==> config.mk <==
export PLATFORM = sky130hd
export DESIGN_NAME = core_pwrup_seq
export DESIGN_NICKNAME = d
export VERILOG_FILES = /design/src/rtl/pwrup_pkg.sv /design/src/rtl/pwrup_settle_timer.sv /design/src/rtl/pwrup_fsm.sv /design/src/rtl/core_pwrup_seq.sv
export SDC_FILE = /design/constraint.sdc
export NUM_CORES = 1
export LEC_CHECK = 0
export BUFFER_PORTS_ARGS = -buffer_cell sky130_fd_sc_hd__buf_4
export CORE_ASPECT_RATIO = 0.8
export CORE_MARGIN = 2
export CORE_UTILIZATION = 30
export DETAILED_ROUTE_END_ITERATION = 7
export PLACE_DENSITY = 0.71
export SLEW_MARGIN = 20
export SYNTH_ARGS = -nofsm -noshare
export SYNTH_HDL_FRONTEND = slang
export SYNTH_SLANG_ARGS = --single-unit
==> constraint.sdc <==
create_clock -name clk -period 1.8 [get_ports clk]
set_clock_uncertainty 0.05 [all_clocks]
set_input_delay 0.27 -clock clk [delete_from_list [all_inputs] [get_ports clk]]
set_output_delay 0.27 -clock clk [all_outputs]
set_load 0.03 [all_outputs]
==> src/rtl/pwrup_pkg.sv <==
package pwrup_pkg;

  typedef enum logic [3:0] {
    ST_OFF,
    ST_ASSERT,
    ST_GATE,
    ST_MEMREL,
    ST_HSON,
    ST_OCLREL,
    ST_RSTREL,
    ST_UP,
    ST_ON
  } pwr_state_e;

  // control word bit positions (consumed by neighbouring logic)
  localparam int unsigned CTL_W       = 8;
  localparam int unsigned CB_CLAMP    = 0;
  localparam int unsigned CB_MEMCLAMP = 1;
  localparam int unsigned CB_L1RSTDIS = 2;
  localparam int unsigned CB_MEMHS    = 3;
  localparam int unsigned CB_CORERST  = 4;
  localparam int unsigned CB_PORRST   = 5;
  localparam int unsigned CB_CLKGATE  = 6;
  localparam int unsigned CB_PWRDUP   = 7;

endpackage

==> src/rtl/pwrup_settle_timer.sv <==
module pwrup_settle_timer #(
  parameter int unsigned SETTLE_CYCLES = 100
) (
  input  logic clk,
  input  logic rst_n,
  input  logic load_i,
  output logic expired_o
);
  localparam int unsigned CNT_W = $clog2(SETTLE_CYCLES + 1);
  localparam logic [CNT_W-1:0] LOAD_VAL = CNT_W'(SETTLE_CYCLES - 1);

  logic [CNT_W-1:0] cnt_q, cnt_d;
  logic             cnt_en;

  always_comb begin
    cnt_en = load_i || (cnt_q != '0);
    if (load_i) cnt_d = LOAD_VAL;
    else        cnt_d = cnt_q - CNT_W'(1);
  end

  always_ff @(posedge clk or negedge rst_n) begin
    if (!rst_n)      cnt_q <= '0;
    else if (cnt_en) cnt_q <= cnt_d;
  end

  assign expired_o = (cnt_q == '0);

  // the count never runs above the interval length
  a_r4_cnt_bound: assert property (@(posedge clk) disable iff (!rst_n)
    cnt_q <= LOAD_VAL);

  // a load always starts a full interval
  a_r4_load_full: assert property (@(posedge clk) disable iff (!rst_n)
    load_i |=> (cnt_q == LOAD_VAL));

endmodule

==> src/rtl/pwrup_fsm.sv <==
module pwrup_fsm
  import pwrup_pkg::*;
(
  input  logic       clk,
  input  logic       rst_n,
  input  logic       start_i,
  input  logic       settle_done_i,
  output pwr_state_e state_o,
  output logic       settle_load_o
);
  pwr_state_e state_q, state_d;
  logic       state_en;

  always_comb begin
    state_d       = state_q;
    settle_load_o = 1'b0;
    unique case (state_q)
      ST_OFF, ST_ON: if (start_i) state_d = ST_ASSERT;
      ST_UP:         state_d = start_i ? ST_ASSERT : ST_ON;
      ST_ASSERT: begin
        state_d       = ST_GATE;
        settle_load_o = 1'b1;
      end
      ST_GATE:       if (settle_done_i) state_d = ST_MEMREL;
      ST_MEMREL: begin
        state_d       = ST_HSON;
        settle_load_o = 1'b1;
      end
      ST_HSON: begin
        if (settle_done_i) begin
          state_d       = ST_OCLREL;
          settle_load_o = 1'b1;
        end
      end
      ST_OCLREL:     if (settle_done_i) state_d = ST_RSTREL;
      ST_RSTREL:     state_d = ST_UP;
      default:       state_d = ST_OFF;
    endcase
  end

  assign state_en = (state_d != state_q);

  always_ff @(posedge clk or negedge rst_n) begin
    if (!rst_n)        state_q <= ST_OFF;
    else if (state_en) state_q <= state_d;
  end

  assign state_o = state_q;

  // a wait step is held until its interval expires
  a_r4_hold_wait: assert property (@(posedge clk) disable iff (!rst_n)
    (state_q == ST_GATE && !settle_done_i) |=> (state_q == ST_GATE));

  // a start while mid-sequence never returns to the first step
  a_r9_no_restart: assert property (@(posedge clk) disable iff (!rst_n)
    (start_i && state_q == ST_HSON) |=> (state_q != ST_ASSERT));

endmodule

==> src/rtl/core_pwrup_seq.sv <==
module core_pwrup_seq
  import pwrup_pkg::*;
#(
  parameter int unsigned SETTLE_CYCLES = 100,
  parameter int unsigned GATE_W        = 32,
  parameter int unsigned CNT_LSB       = 24,
  parameter int unsigned GATE_COUNT    = 16
) (
  input  logic              clk,
  input  logic              rst_n,
  input  logic              start_i,
  output logic              busy_o,
  output logic              done_o,
  output logic              clamp_o,
  output logic              mem_clamp_o,
  output logic              mem_hs_o,
  output logic              core_rst_o,
  output logic              por_rst_o,
  output logic              pwrd_up_o,
  output logic [CTL_W-1:0]  ctl_word_o,
  output logic [GATE_W-1:0] gate_word_o
);
  localparam logic [GATE_W-1:0] GATE_ON =
    (GATE_W'(GATE_COUNT) << CNT_LSB) | GATE_W'(1);

  pwr_state_e state;
  logic       settle_load, settle_done, gate_en;

  pwrup_fsm u_fsm (
    .clk           (clk),
    .rst_n         (rst_n),
    .start_i       (start_i),
    .settle_done_i (settle_done),
    .state_o       (state),
    .settle_load_o (settle_load)
  );

  pwrup_settle_timer #(.SETTLE_CYCLES(SETTLE_CYCLES)) u_timer (
    .clk       (clk),
    .rst_n     (rst_n),
    .load_i    (settle_load),
    .expired_o (settle_done)
  );

  // Moore decode: every output follows the registered step
  always_comb begin
    clamp_o     = 1'b1;
    mem_clamp_o = 1'b1;
    mem_hs_o    = 1'b0;
    core_rst_o  = 1'b1;
    por_rst_o   = 1'b1;
    pwrd_up_o   = 1'b0;
    gate_en     = 1'b0;
    busy_o      = 1'b0;
    done_o      = 1'b0;
    unique case (state)
      ST_OFF: ;
      ST_ASSERT: busy_o = 1'b1;
      ST_GATE: begin
        busy_o = 1'b1; gate_en = 1'b1;
      end
      ST_MEMREL: begin
        busy_o = 1'b1; gate_en = 1'b1; mem_clamp_o = 1'b0;
      end
      ST_HSON: begin
        busy_o = 1'b1; gate_en = 1'b1; mem_clamp_o = 1'b0; mem_hs_o = 1'b1;
      end
      ST_OCLREL: begin
        busy_o = 1'b1; gate_en = 1'b1; mem_clamp_o = 1'b0; mem_hs_o = 1'b1;
        clamp_o = 1'b0;
      end
      ST_RSTREL: begin
        busy_o = 1'b1; gate_en = 1'b1; mem_clamp_o = 1'b0; mem_hs_o = 1'b1;
        clamp_o = 1'b0; core_rst_o = 1'b0; por_rst_o = 1'b0;
      end
      ST_UP, ST_ON: begin
        gate_en = 1'b1; mem_clamp_o = 1'b0; mem_hs_o = 1'b1;
        clamp_o = 1'b0; core_rst_o = 1'b0; por_rst_o = 1'b0;
        pwrd_up_o = 1'b1;
        done_o = (state == ST_UP);
      end
      default: ;
    endcase
  end

  always_comb begin
    ctl_word_o              = '0;
    ctl_word_o[CB_CLAMP]    = clamp_o;
    ctl_word_o[CB_MEMCLAMP] = mem_clamp_o;
    ctl_word_o[CB_L1RSTDIS] = 1'b0;
    ctl_word_o[CB_MEMHS]    = mem_hs_o;
    ctl_word_o[CB_CORERST]  = core_rst_o;
    ctl_word_o[CB_PORRST]   = por_rst_o;
    ctl_word_o[CB_CLKGATE]  = 1'b0;
    ctl_word_o[CB_PWRDUP]   = pwrd_up_o;
  end

  assign gate_word_o = gate_en ? GATE_ON : '0;

  // the memory clamp never drops without the power gate on
  a_r3_gate_first: assert property (@(posedge clk) disable iff (!rst_n)
    $fell(mem_clamp_o) |-> gate_word_o[0]);

  // head switch follows the memory clamp release by one cycle
  a_r5_hs_after_memrel: assert property (@(posedge clk) disable iff (!rst_n)
    $fell(mem_clamp_o) |=> $rose(mem_hs_o));

  // output clamp released only with the head switch already on
  a_r6_clamp_after_hs: assert property (@(posedge clk) disable iff (!rst_n)
    $fell(clamp_o) |-> (mem_hs_o && $past(mem_hs_o)));

  // both resets leave together
  a_r7_resets_together: assert property (@(posedge clk) disable iff (!rst_n)
    $fell(core_rst_o) |-> $fell(por_rst_o));

  // powered-up comes with done and ends busy
  a_r8_done_with_up: assert property (@(posedge clk) disable iff (!rst_n)
    $rose(pwrd_up_o) |-> (done_o && !busy_o));

  // done lasts one cycle
  a_r8_done_pulse: assert property (@(posedge clk) disable iff (!rst_n)
    done_o |=> !done_o);

  // a busy start cannot re-clamp a released memory
  a_r9_ignore_busy: assert property (@(posedge clk) disable iff (!rst_n)
    (busy_o && start_i && !mem_clamp_o) |=> !mem_clamp_o);

endmodule

==> impl_metrics.yaml, run 1 <==
min_path:
  hold_class: "input port to flop"
  hold_path_depth: 2
critical_path:
  cp-start-kind: "flop"
  crit_chain: "or3_4 > or4b_4 > a41o_1 > a211o_1"
  ff2ff_path_depth: 4
  crit_slowest_cell: "or4b_4"
  cp_max_fo: 3
  max_stage_delay_ns: 0.51
  endpoint_kind: "flop"
  required_ns: 1.88
  worstSetupPathType: "flop to flop"
  cp.arrival_ns: 1.97
clocking:
  clk_latency_ns: 0.24
  cts_sinks: 11
  cts_htree_levels: 1
  clk_path_buf_depth: 2
  ctsRootBufferMaster: "clkbuf_8"
  cts_inserted_buffers: 3
  cts_tree: "done"
  clkTransAtPathRegs_ns: 0.05
timing:
  period_minus_slack_ns: 1.89
  fmax_mhz: 529
  worst_slack_ns: -0.0909
  finalSetupTns_ns: -0.215
  final_hold_viol_count: 0
  drv_slew: 0
  setup_viol: 4
  rsz0062_at_grt: "yes"
  holdWs_ns: 0.147
  post-route-period-util_pct: 105
floorplanning:
  start_util_pct: 31.7
  die_width_um: 68.3
  dieArea_mm2: 0.00379
  ios: 51
  rows: 18
  core-area_mm2: 0.00313
  dieHeight_um: 55.5
detailed_routing:
  drtAntennaViolNets: 0
  drt_iter0_markers: 11
  vias: 740
  vias_per_cell: 4.09
  wire_per_inst_um: 10.4
  drc: 0
  first_pass_iters: 4
  routed_wl_um: 1890
global_routing:
  grt_pass1_vias: 609
  overflow: 0
  grt_start_max_net_pins: 12
  grtUsageMet2_pct: 13.6
  grt_util_all_layers_pct: 10.1
  met3_usage_pct: 3.26
  met1_usage_pct: 14.8
  grt-busiest-layer: "met1"
  antenna_found_initial: 0
  grt_pass1_wl_um: 2950
logic_synthesis:
  synth_area_leader_cell: "buf_4"
  synth-edff-count: 0
  synth_flop_cell: "dfrtp_1"
  synth.ff_latch_count: 11
  syn_area_um2: 993
  seq_area_frac_synth_pct: 27.7
  avgSynthCellArea_um2: 8.56
  yosysWarnings: 0
  synth_area_leaders: "buf_4 (31%), dfrtp_1 (28%), a211o_1 (3.5%)"
  synthArstFlopShare_pct: 100
  synth_cell_type_count: 33
  synth_cells: 116
  synth.top_cell.area_share_pct: 31.0
power_and_ir_drop:
  cellPowerDensity_mw_per_mm2: 2040
  vdd_drop_max_mv: 1.16
  total_leakage_power_nw: 0.609
run_status:
  violations: "negative setup slack"
  outcome: "complete, but fails checks"
layout:
  drive_gt1_share_pct: 34.8
  nets: 146
  finalInstanceArea_mm2: 0.00119
  area_growth_pct: 20.0
  diodes: 0
placed_design:
  port_buffers: 18
  gp_congestion: 0.806
  dp_hpwl_um: 1450
  placed_area_mm2: 0.00110
run:
  max_cap_viol_count: 0
==> power breakdown <==
part / leakage [nW] / total, mW / internal [mW] / switching (mW)
Combinational: 0.454 / 1.72 / 0.743 / 0.980
Clock: 0.0228 / 0.249 / 0.156 / 0.0935
Sequential: 0.132 / 0.456 / 0.356 / 0.100
==> repair_timing <==
action / in CTS / in global routing
resized for setup: 4 / 3
endpoints found under the hold margin: 11 / 0
setup endpoints to repair: 8 / 23
hold buffers: 1 / 0
pin swaps: 0 / 0
buffers inserted: 2 / 0
==> critical path: cells and delay by family (launching register included) <==
family	cells	cell delay (ns)
simple gates	2	0.91
compound gates	2	0.44
flops	1	0.38
==> metal layers <==
| layer | vias to the layer above | share of wire, % |
|---|---|---|
| met3 | 3 | 6.0 |
| li1 | 366 | - |
| met5 | - | 0 |
| met1 | 346 | 48 |
| met2 | 25 | 44 |
| met4 | 0 | 1.1 |
==> layout by cell type (no fill, tap or decap), drive strengths merged <==
cell and count:
buf 33, conb 32, dfrtp 11, nor2 8
a21oi 6, inv 4, a211o 4, nor2b 4
clkbuf 4, nand2 3, or2 3, or3 3
and3 3, xor2 2, nand2b 2, nor3 2
o21bai 1, a211oi 1, nor4b 1, nor4bb 1
nand4 1, or4b 1, xnor2 1, maj3 1
and4b 1, nor3b 1, a41o 1, nand3 1
o311ai 1, nand3b 1, a21o 1, ha 1
dlygate4sd3 1
==> through the flow <==
step / util (%) / cells / worst slack (ns) / total power, mW
after floorplan: - / 147 / -0.189 / 1.71
after global routing: 38.1 / 181 / -0.139 / 2.60
after CTS: 37.8 / 181 / -0.0871 / 2.42
final: 38.1 / 181 / -0.0909 / 2.43
after detailed placement: 35.1 / 174 / -0.0956 / 2.08
after global placement: 35.1 / 174 / -0.0455 / 2.06
==> registers in the layout, indices dropped and copies added (netlist names) <==
register       count
u_fsm.state_o      4
u_timer.cnt_q      7
==> cell usage after synthesis, types with 2 or more instances <==
library cell,count
nor3_1,2
xor2_1,2
or3_1,2
a21oi_1,6
a211o_1,4
nand2_1,3
nor2_1,8
nor2b_1,4
and3_1,3
clkbuf_1,3
or2_2,3
nand2b_1,2
inv_1,4
dfrtp_1,11
buf_4,41
==> logic make-up after synthesis <==
group | count (synthesis) | synth area share [%]
buf+inv | 48 | 33.6
flops | 11 | 27.7
xor+xnor | 3 | 2.65
fa+ha+maj | 2 | 2.27
other cells | 1 | 0.377
simple gates | 36 | 22.7
compound gates | 15 | 10.7
==> final cells by class <==
cell class,instances,area (um2)
fillers,323,1940
multi-input cells,88,534
flip-flops and latches,11,275
repair buffers,34,273
well taps,40,50.0
clock buffers,4,45.0
inverters,4,15.0
==> worst paths after layout <==
check / slack [ns] / from / end
setup / recovery: -0.09 / u_timer.cnt_q[3] / u_fsm.state_o[0]
max in group asynchronous: 1.20 / rst_n / u_timer.cnt_q[5]
hold / removal: 0.15 / start_i / u_fsm.state_o[3]
hold reg to reg: 0.54 / u_timer.cnt_q[1] / u_timer.cnt_q[1]
setup reg to reg: -0.09 / u_timer.cnt_q[3] / u_fsm.state_o[0]
min in group asynchronous: 0.35 / rst_n / u_timer.cnt_q[4]
Note: power is estimated with default switching activity, not from simulation.
==> run 2: changes to the inputs <==
HOLD_SLACK_MARGIN = 0.15   (was unset)
==> impl_metrics.yaml, run 2 (same netlist as run 1, synthesis figures left out) <==
critical_path:
  required_ns: 1.88
  ff2ff_path_depth: 4
  endpoint_kind: "flop"
  crit_family: "simple AND/OR/NAND/NOR gates"
  cp_max_fo: 3
  crit_slowest_cell: "or4b_4"
  cp-start-kind: "flop"
  worstSetupPathType: "flop to flop"
  cp_num_buf_inv: 0
  crit_chain: "or3_4 > or4b_4 > a41o_1 > a211o_1"
  cp.arrival_ns: 1.97
  critical_path_depth: 4
  max_stage_delay_ns: 0.51
layout:
  layout_common_cells: "conb_1 (32), buf_4 (29), dfrtp_1 (11)"
  nets: 147
  area_growth_pct: 21.0
  num-fill-cells: 322
  diodes: 0
  top_register: "u_timer.cnt_q"
  largest_register_ffs: 7
  drive_gt1_share_pct: 34.5
  finalInstanceArea_mm2: 0.00120
  multi_input_area_um2: 534
  seq_area_um2: 275
  finish.utilization_pct: 38.4
  final_common_cell: "conb_1"
clocking:
  clkTransAtPathRegs_ns: 0.05
  cts_inserted_buffers: 3
  clk_path_buf_depth: 2
  ctsRootBufferMaster: "clkbuf_8"
  cts_htree_levels: 1
  cts_tree: "done"
  cts_sinks: 11
  clk_latency_ns: 0.24
timing:
  drv_slew: 0
  fmax_mhz: 529
  finalSetupTns_ns: -0.220
  post-route-period-util_pct: 105
  period_minus_slack_ns: 1.89
  final_hold_viol_count: 0
  setup_viol: 4
  holdWs_ns: 0.351
  rsz0062_at_grt: "yes"
  worst_slack_ns: -0.0919
power_and_ir_drop:
  vdd_drop_max_mv: 1.16
  cellPowerDensity_mw_per_mm2: 2020
  total_leakage_power_nw: 0.613
placed_design:
  port_buffers: 18
  placed_area_mm2: 0.00110
  dp_hpwl_um: 1450
  dpl_worst_slack_ns: -0.0956
  gp_congestion: 0.806
floorplanning:
  die_width_um: 68.3
  start_util_pct: 31.7
  ios: 51
  core-area_mm2: 0.00313
  dieHeight_um: 55.5
  rows: 18
  dieArea_mm2: 0.00379
global_routing:
  grt_util_all_layers_pct: 10.1
  overflow: 0
  grt_start_max_net_pins: 12
  antenna_found_initial: 0
  grt_pass1_vias: 607
  grt_pass1_wl_um: 2960
run_status:
  violations: "negative setup slack"
  outcome: "complete, but fails checks"
detailed_routing:
  routed_wl_um: 1890
  wire_per_inst_um: 10.4
  drtAntennaViolNets: 0
  first_pass_iters: 3
  vias: 739
  drc: 0
  drt_iter0_markers: 17
  vias_per_cell: 4.06
run:
  max_cap_viol_count: 0
min_path:
  hold_class: "input port to asynchronous set/reset pin"
-- run 2: power breakdown --
part	leakage (nW)	switching, mW	internal [mW]
combinational	0.459	0.980	0.744
sequential	0.132	0.100	0.356
clock	0.0228	0.0940	0.156
total	0.613	1.17	1.26
-- run 2: area by class of cell --
cell class              count  area share, %
clock buffers               4           3.75
inverters                   4           1.25
multi-input cells          88           44.4
flip-flops and latches     11           22.9
well taps                  40           4.16
repair buffers             35           23.5
-- run 2: stage by stage --
stage                     power [mW]  instances
after floorplan                 1.71        147
after global placement          2.06        174
after global routing            2.60        182
final                           2.43        182
after detailed placement        2.08        174
after CTS                       2.42        182
-- run 2: worst paths after layout --
| check | start | to | slack, ns |
|---|---|---|---|
| setup / recovery | u_timer.cnt_q[3] | u_fsm.state_o[0] | -0.09 |
| hold / removal | rst_n | u_timer.cnt_q[4] | 0.35 |
| setup reg to reg | u_timer.cnt_q[3] | u_fsm.state_o[0] | -0.09 |
| hold reg to reg | u_timer.cnt_q[1] | u_timer.cnt_q[1] | 0.54 |
| max in group asynchronous | rst_n | u_timer.cnt_q[5] | 1.20 |
| min in group clk | u_timer.cnt_q[1] | u_timer.cnt_q[1] | 0.54 |
-- run 2: routing by layer --
metal / share of wire, % / track usage, % / vias up
met4: 1.1 / 3.43 / 0
met1: 49 / 15.0 / 345
met3: 5.9 / 3.26 / 3
met2: 44 / 13.6 / 23
met5: 0 / 0 / -
li1: - / - / 368
-- run 2: what timing repair did --
action	4_1_cts	5_1_grt
hold buffers	2	0
endpoints found under the hold margin	12	0
setup buffers	2	0
gates resized for setup	4	3
setup endpoints to repair	8	23
